### src/rtl/nor_pg_pkg.sv
package nor_pg_pkg;
    typedef enum logic [0:0] {
        ST_IDLE   = 1'b0,
        ST_ACCESS = 1'b1
    } rd_state_e;

    localparam int WORD_BITS = 3;
endpackage

### src/rtl/nor_pg_timer.sv
module nor_pg_timer #(
    parameter int CW = 4
) (
    input  logic          clk,
    input  logic          rst_n,
    input  logic          load,
    input  logic [CW-1:0] load_val,
    output logic          done
);
    logic [CW-1:0] cnt_d, cnt_q;

    always_comb begin
        cnt_d = cnt_q;
        if (load)
            cnt_d = load_val;
        else if (cnt_q != '0)
            cnt_d = cnt_q - 1'b1;
    end

    always_ff @(posedge clk) begin
        if (!rst_n) cnt_q <= '0;
        else        cnt_q <= cnt_d;
    end

    assign done = (cnt_q == '0);


    cnt_reload_chk: assert property (@(posedge clk) disable iff (!rst_n)
        load |=> (cnt_q == $past(load_val)));
endmodule

### src/rtl/nor_pg_tag.sv
module nor_pg_tag #(
    parameter int TW = 13
) (
    input  logic          clk,
    input  logic          rst_n,
    input  logic          clr,
    input  logic          set,
    input  logic [TW-1:0] set_tag,
    input  logic [TW-1:0] look_tag,
    output logic          hit,
    output logic          valid
);
    typedef struct packed {
        logic          vld;
        logic [TW-1:0] tag;
    } tag_t;

    tag_t t_d, t_q;

    always_comb begin
        t_d = t_q;
        if (clr) begin
            t_d.vld = 1'b0;
        end else if (set) begin
            t_d.vld = 1'b1;
            t_d.tag = set_tag;
        end
    end

    always_ff @(posedge clk) begin
        if (!rst_n) t_q <= '0;
        else        t_q <= t_d;
    end

    assign valid = t_q.vld;
    assign hit   = t_q.vld && (t_q.tag == look_tag);


    clr_drops_page_chk: assert property (@(posedge clk) disable iff (!rst_n)
        clr |=> !valid);
endmodule

### src/rtl/nor_page_reader.sv
module nor_page_reader #(
    parameter int AW       = 16,
    parameter int DW       = 16,
    parameter int INIT_CYC = 6,
    parameter int PAGE_CYC = 3,
    parameter int IDLE_CYC = 8
) (
    input  logic          clk,
    input  logic          rst_n,
    input  logic          req_valid,
    output logic          req_ready,
    input  logic [AW-1:0] req_addr,
    input  logic          req_reg,
    input  logic          invalidate,
    output logic          rsp_valid,
    output logic [DW-1:0] rsp_data,
    output logic [AW-1:0] flash_addr,
    output logic          flash_ce_n,
    output logic          flash_oe_n,
    output logic          flash_we_n,
    output logic          flash_adv_n,
    output logic          flash_rst_n,
    input  logic [DW-1:0] flash_dq
);
    import nor_pg_pkg::*;

    localparam int TW      = AW - WORD_BITS;
    localparam int ACC_MAX = (INIT_CYC > PAGE_CYC) ? INIT_CYC : PAGE_CYC;
    localparam int ACW     = $clog2(ACC_MAX + 1);
    localparam int ICW     = $clog2(IDLE_CYC + 1);
    localparam logic [ACW-1:0] INIT_LD = ACW'(INIT_CYC - 1);
    localparam logic [ACW-1:0] PAGE_LD = ACW'(PAGE_CYC - 1);
    localparam logic [ICW-1:0] IDLE_LD = ICW'(IDLE_CYC - 1);

    typedef struct packed {
        rd_state_e     st;
        logic [AW-1:0] addr;
        logic [DW-1:0] data;
        logic          rsp;
        logic          ce_n;
        logic          oe_n;
        logic          is_reg;
        logic          frst_n;
    } ctl_t;

    ctl_t c_d, c_q;

    logic           accept, capture, timeout;
    logic           pg_hit, pg_valid, use_page;
    logic           acc_load, acc_done;
    logic [ACW-1:0] acc_val;
    logic           idle_load, idle_done;
    logic           tag_set, tag_clr;

    assign req_ready = (c_q.st == ST_IDLE) && !c_q.rsp;
    assign accept    = req_valid && req_ready;
    assign capture   = (c_q.st == ST_ACCESS) && acc_done;
    assign use_page  = pg_hit && !req_reg && !c_q.ce_n;
    assign timeout   = (c_q.st == ST_IDLE) && !c_q.rsp && !c_q.ce_n
                       && idle_done && !accept;

    assign acc_load  = accept;
    assign acc_val   = use_page ? PAGE_LD : INIT_LD;
    assign idle_load = (c_q.st != ST_IDLE) || c_q.rsp || accept || c_q.ce_n;

    assign tag_set   = capture && !c_q.is_reg && !invalidate;
    assign tag_clr   = invalidate || timeout || (capture && c_q.is_reg);

    nor_pg_timer #(.CW(ACW)) acc_tmr_i (
        .clk      (clk),
        .rst_n    (rst_n),
        .load     (acc_load),
        .load_val (acc_val),
        .done     (acc_done)
    );

    nor_pg_timer #(.CW(ICW)) idle_tmr_i (
        .clk      (clk),
        .rst_n    (rst_n),
        .load     (idle_load),
        .load_val (IDLE_LD),
        .done     (idle_done)
    );

    nor_pg_tag #(.TW(TW)) tag_i (
        .clk      (clk),
        .rst_n    (rst_n),
        .clr      (tag_clr),
        .set      (tag_set),
        .set_tag  (c_q.addr[AW-1:WORD_BITS]),
        .look_tag (req_addr[AW-1:WORD_BITS]),
        .hit      (pg_hit),
        .valid    (pg_valid)
    );

    always_comb begin
        c_d        = c_q;
        c_d.rsp    = 1'b0;
        c_d.frst_n = 1'b1;
        unique case (c_q.st)
            ST_IDLE: begin
                if (accept) begin
                    c_d.st     = ST_ACCESS;
                    c_d.addr   = req_addr;
                    c_d.is_reg = req_reg;
                    c_d.ce_n   = 1'b0;
                    c_d.oe_n   = 1'b0;
                end else if (timeout) begin
                    c_d.ce_n   = 1'b1;
                    c_d.oe_n   = 1'b1;
                end
            end
            ST_ACCESS: begin
                if (acc_done) begin
                    c_d.st   = ST_IDLE;
                    c_d.data = flash_dq;
                    c_d.rsp  = 1'b1;
                end
            end
            default: c_d.st = ST_IDLE;
        endcase
    end

    always_ff @(posedge clk) begin
        if (!rst_n) begin
            c_q.st     <= ST_IDLE;
            c_q.addr   <= '0;
            c_q.data   <= '0;
            c_q.rsp    <= 1'b0;
            c_q.ce_n   <= 1'b1;
            c_q.oe_n   <= 1'b1;
            c_q.is_reg <= 1'b0;
            c_q.frst_n <= 1'b0;
        end else begin
            c_q <= c_d;
        end
    end

    assign rsp_valid   = c_q.rsp;
    assign rsp_data    = c_q.data;
    assign flash_addr  = c_q.addr;
    assign flash_ce_n  = c_q.ce_n;
    assign flash_oe_n  = c_q.oe_n;
    assign flash_we_n  = 1'b1;
    assign flash_adv_n = 1'b0;
    assign flash_rst_n = c_q.frst_n;


    rsp_one_cycle_chk: assert property (@(posedge clk) disable iff (!rst_n)
        rsp_valid |=> !rsp_valid);


    busy_after_accept_chk: assert property (@(posedge clk) disable iff (!rst_n)
        accept |=> (!req_ready && !rsp_valid));


    addr_hold_chk: assert property (@(posedge clk) disable iff (!rst_n)
        ((c_q.st == ST_ACCESS) && $past(c_q.st == ST_ACCESS)) |-> $stable(flash_addr));


    oe_within_ce_chk: assert property (@(posedge clk) disable iff (!rst_n)
        !flash_oe_n |-> !flash_ce_n);


    ce_release_drops_chk: assert property (@(posedge clk) disable iff (!rst_n)
        $rose(flash_ce_n) |-> !pg_valid);


    reg_read_no_page_chk: assert property (@(posedge clk) disable iff (!rst_n)
        (rsp_valid && c_q.is_reg) |-> !pg_valid);
endmodule

### config.mk
export PLATFORM = sky130hd
export DESIGN_NAME = nor_page_reader
export DESIGN_NICKNAME = d
export VERILOG_FILES = /design/src/rtl/nor_pg_pkg.sv /design/src/rtl/nor_pg_timer.sv /design/src/rtl/nor_pg_tag.sv /design/src/rtl/nor_page_reader.sv
export SDC_FILE = /design/constraint.sdc
export NUM_CORES = 1
export LEC_CHECK = 0
export BUFFER_PORTS_ARGS = -buffer_cell sky130_fd_sc_hd__buf_2
export CORE_UTILIZATION = 55
export DETAILED_ROUTE_END_ITERATION = 8
export GPL_TIMING_DRIVEN = 0
export PLACE_DENSITY = 0.84
export SYNTH_ARGS = -nofsm -noshare
export SYNTH_HDL_FRONTEND = slang
export SYNTH_SLANG_ARGS = --single-unit
### constraint.sdc
create_clock -name clk -period 4.35 [get_ports clk]
set_input_delay 0 -clock clk [delete_from_list [all_inputs] [get_ports clk]]
set_output_delay 0 -clock clk [all_outputs]
set_load 0.01 [all_outputs]
==> impl_metrics.ini <==
[cells_and_area]
layout-drive-gt1-share_pct = 30.3
fin_nets = 459
fin_cells = 474
n_antenna_cell = 0
nFillCells = 282
area_delta_synth_final_pct = 37.6

[sta]
report.final.setup_viol = 0
slew_viol_final = 0
worst_slew_pin_slew_ps = 802
skew_ps = 5.48
fin_ws_ps = 2400
maxSlewHeadroom_pct = 46.1
fin_setup_tns_ps = 0
fin_crit_sh_pct = 44.8
rsz0062_at_grt = no
post-route-min-period_ps = 1950
fmax_mhz = 513
worst_hold_slack_ps = 20.1
hold_violations = 0

[power_and_ir_drop]
ir_drop_mv = 0.306
p_clk_share_pct = 32.7
p_sw_mw = 0.377
p_sw_share_pct = 28.5
power_mw = 1.33
comb_power_share_pct = 22.1
seqPwrFrac_pct = 45.1
p_int_mw = 0.949
power.density_nw_per_um2 = 381
p_leak_nw = 1.66

[yosys]
synthAdderAreaFrac_pct = 1.98
syn_inst = 299
ys_warn_count = 0
synth_seq_cells = 58
synth_top_family_by_area = simple AND/OR/NAND/NOR gates
synth-main-ff-cell = dfxtp_1
synthArstFlopShare_pct = 0
synth-simple-area-share_pct = 17.1
synth_xor_area_share_pct = 5.89
syn_avg_cell_area_um2 = 8.46
synth_edf_count = 0
synth_cell_types = 27
synth_mux_area_share_pct = 5.98
synth_compound_area_share_pct = 9.25
yosysSeqAreaShare_pct = 45.9
synth_nets = 340
syn-cell-area_um2 = 2530

[detailed_routing]
routed_via_density = 4.93
vias = 2336
drc = 0
wl_mm = 6.26
dr.pass1.iters = 4
drtAntennaViolNets = 0
drt_iter0_drc = 162
detail_route.wl_per_cell_um = 13.2

[placement]
gp_congestion = 0.834
portBuffers = 73
dpl.hpwl_mm = 3.87
post-place-cells = 424
pre_cts_slack_ps = 2440

[critical_path]
startpoint = acc_tmr_i.cnt_q[0]$_SDFFE_PN0P_
cp-start-kind = flop
crit_buf_inv = 3
crit_fanout = 10
cp-end-kind = flop
required_ps = 4610
slowest_delay_ps = 430
r2r-start = acc_tmr_i.cnt_q[0]$_SDFFE_PN0P_
critPathKind = reg -> reg
r2r_setup_slack_ps = 2400
crit_arrival_ps = 2210
ff2ff_path_depth = 7
r2r-end = rsp_data[11]$_SDFFE_PN0N_
path_common_cell = clkbuf_1
crit_chain = inv_1, ha_1, nand3b_1, clkbuf_1, clkbuf_1, nand2_1, a21oi_1
crit_family = buffers and inverters
crit_slowest_cell = clkbuf_1

[floorplanning]
dieArea_um2 = 4870
coreArea_um2 = 4380
ioPinCount = 76
start_util_pct = 57.7
die_h_um = 69.8
core.rowCount = 24
die_x_um = 69.8

[grt]
grt_pass1_wl_mm = 10.2
grt_pass1_vias = 2323
antenna_found_initial = 0
gr-total-overflow = 0
grt_usage_pct = 26.8
grt_max_degree = 11

[clocking]
cts.sinks = 58
clock_latency_ps = 340
numCtsBuffers = 9
cts-root-buf = clkbuf_8
clk_pin_slew_ps = 60
cts.repair.resized = 0
htree_num_levels = 3
cts_tree = yes
cts_buffer_depth = 2

[hold_path]
min_path_type = in -> reg
min_from = req_valid
hold_depth = 4
hold_end = idle_tmr_i.cnt_q[3]$_SDFFE_PP0P_

[run]
drv_cap = 0

[outcome]
status = finished clean
==> tightest hold or removal path: cells and delay by family <==
| family | cells | cell delay, ps |
|---|---|---|
| and+or+nand+nor | 3 | 210 |
| buffers and inverters | 1 | 90 |
==> cell families (layout without fill, tap and decap cells) <==
logic type	Yosys count	after routing
AND/OR/NAND/NOR	105	105
other	2	2
flip-flops	58	58
multiplexers	15	15
AO/OA/AOI/OAI	44	44
XOR/XNOR	17	17
buffers and inverters	54	177
adder cells (fa/ha/maj)	4	4
==> stage by stage <==
stage	cell area, um^2	utilization, %
floorplan	2530	-
global placement	2960	67.5
detailed placement	2960	67.5
CTS	3480	79.4
global route	3480	79.4
finish	3480	79.4
==> worst max path at each step <==
stage | end | slack (ps) | cells past startpoint
6_report | rsp_data[11]$_SDFFE_PN0N_ | 2400 | 7
5_1_grt | rsp_data[11]$_SDFFE_PN0N_ | 2190 | 7
4_1_cts | rsp_data[14]$_SDFFE_PN0N_ | 2440 | 7
3_5_place_dp | rsp_data[14]$_SDFFE_PN0N_ | 2440 | 7
3_3_place_gp | idle_tmr_i.cnt_q[1]$_SDFFE_PN0P_ | 2590 | 5
2_1_floorplan | idle_tmr_i.cnt_q[1]$_SDFFE_PN0P_ | 2770 | 5
==> area by class of cell <==
class | count | area [um^2] | share of cell area (%)
buffer | 48 | 323 | 9.27
tap | 52 | 65.1 | 1.87
sequential | 58 | 1160 | 33.4
timing repair buffer | 108 | 716 | 20.6
multi-input combinational | 187 | 1020 | 29.4
clock inverter | 3 | 15.0 | 0.431
inverter | 6 | 22.5 | 0.647
clock buffer | 12 | 155 | 4.46
==> metal layers <==
layer,vias up,global-route usage [%],share of wire (%)
met5,-,0,0
met4,0,12.0,1.8
met3,11,7.27,5.0
met2,75,47.1,52
met1,1072,30.1,42
li1,1178,-,-
==> synth_stat cells (all sizes together), types with 3 or more instances <==
library cell  instances  share of area (%)
a211oi                3               0.89
a21oi                37                7.3
buf                  39                 11
clkbuf                9                1.3
dfxtp                58                 46
ha                    4                2.0
inv                   6               0.89
mux2i                14                5.5
nand2                69                 10
nand4                 3               0.74
nor2                 21                3.1
nor3                  3               0.59
nor3b                 3               0.89
xnor2                17                5.9
==> placed cells by master, fill, tap and decap left out, types with 5 or more instances in the layout <==
cell	Yosys	layout
a21oi_1	37	37
buf_2	3	76
buf_4	35	35
clkbuf_1	9	10
clkbuf_8	0	11
dfxtp_1	58	58
dlygate4sd3_1	0	35
inv_1	5	5
mux2i_1	14	14
nand2_1	69	69
nor2_1	21	21
xnor2_1	17	17
==> flip-flops by register name, summed over array words and instances (netlist names), 2 cells and up <==
register	cells
flash_addr	16
rsp_data	16
c_q	2
acc_tmr_i.cnt_q	3
idle_tmr_i.cnt_q	4
tag_i.t_q	13
==> power by group through the flow <==
stage | clock (mW) | combinational (mW) | sequential (mW)
3_3_place_gp | 0 | 0.255 | 0.607
6_report | 0.434 | 0.293 | 0.599
5_1_grt | 0.458 | 0.323 | 0.604
3_5_place_dp | 0 | 0.263 | 0.610
2_1_floorplan | 0 | 0.183 | 0.605
4_1_cts | 0.436 | 0.289 | 0.598
==> what timing repair did <==
action	in CTS	in global routing
setup buffers	0	0
endpoints found under the hold margin	38	0
hold buffers	35	0
No activity file was read; power rests on OpenSTA's default activity.
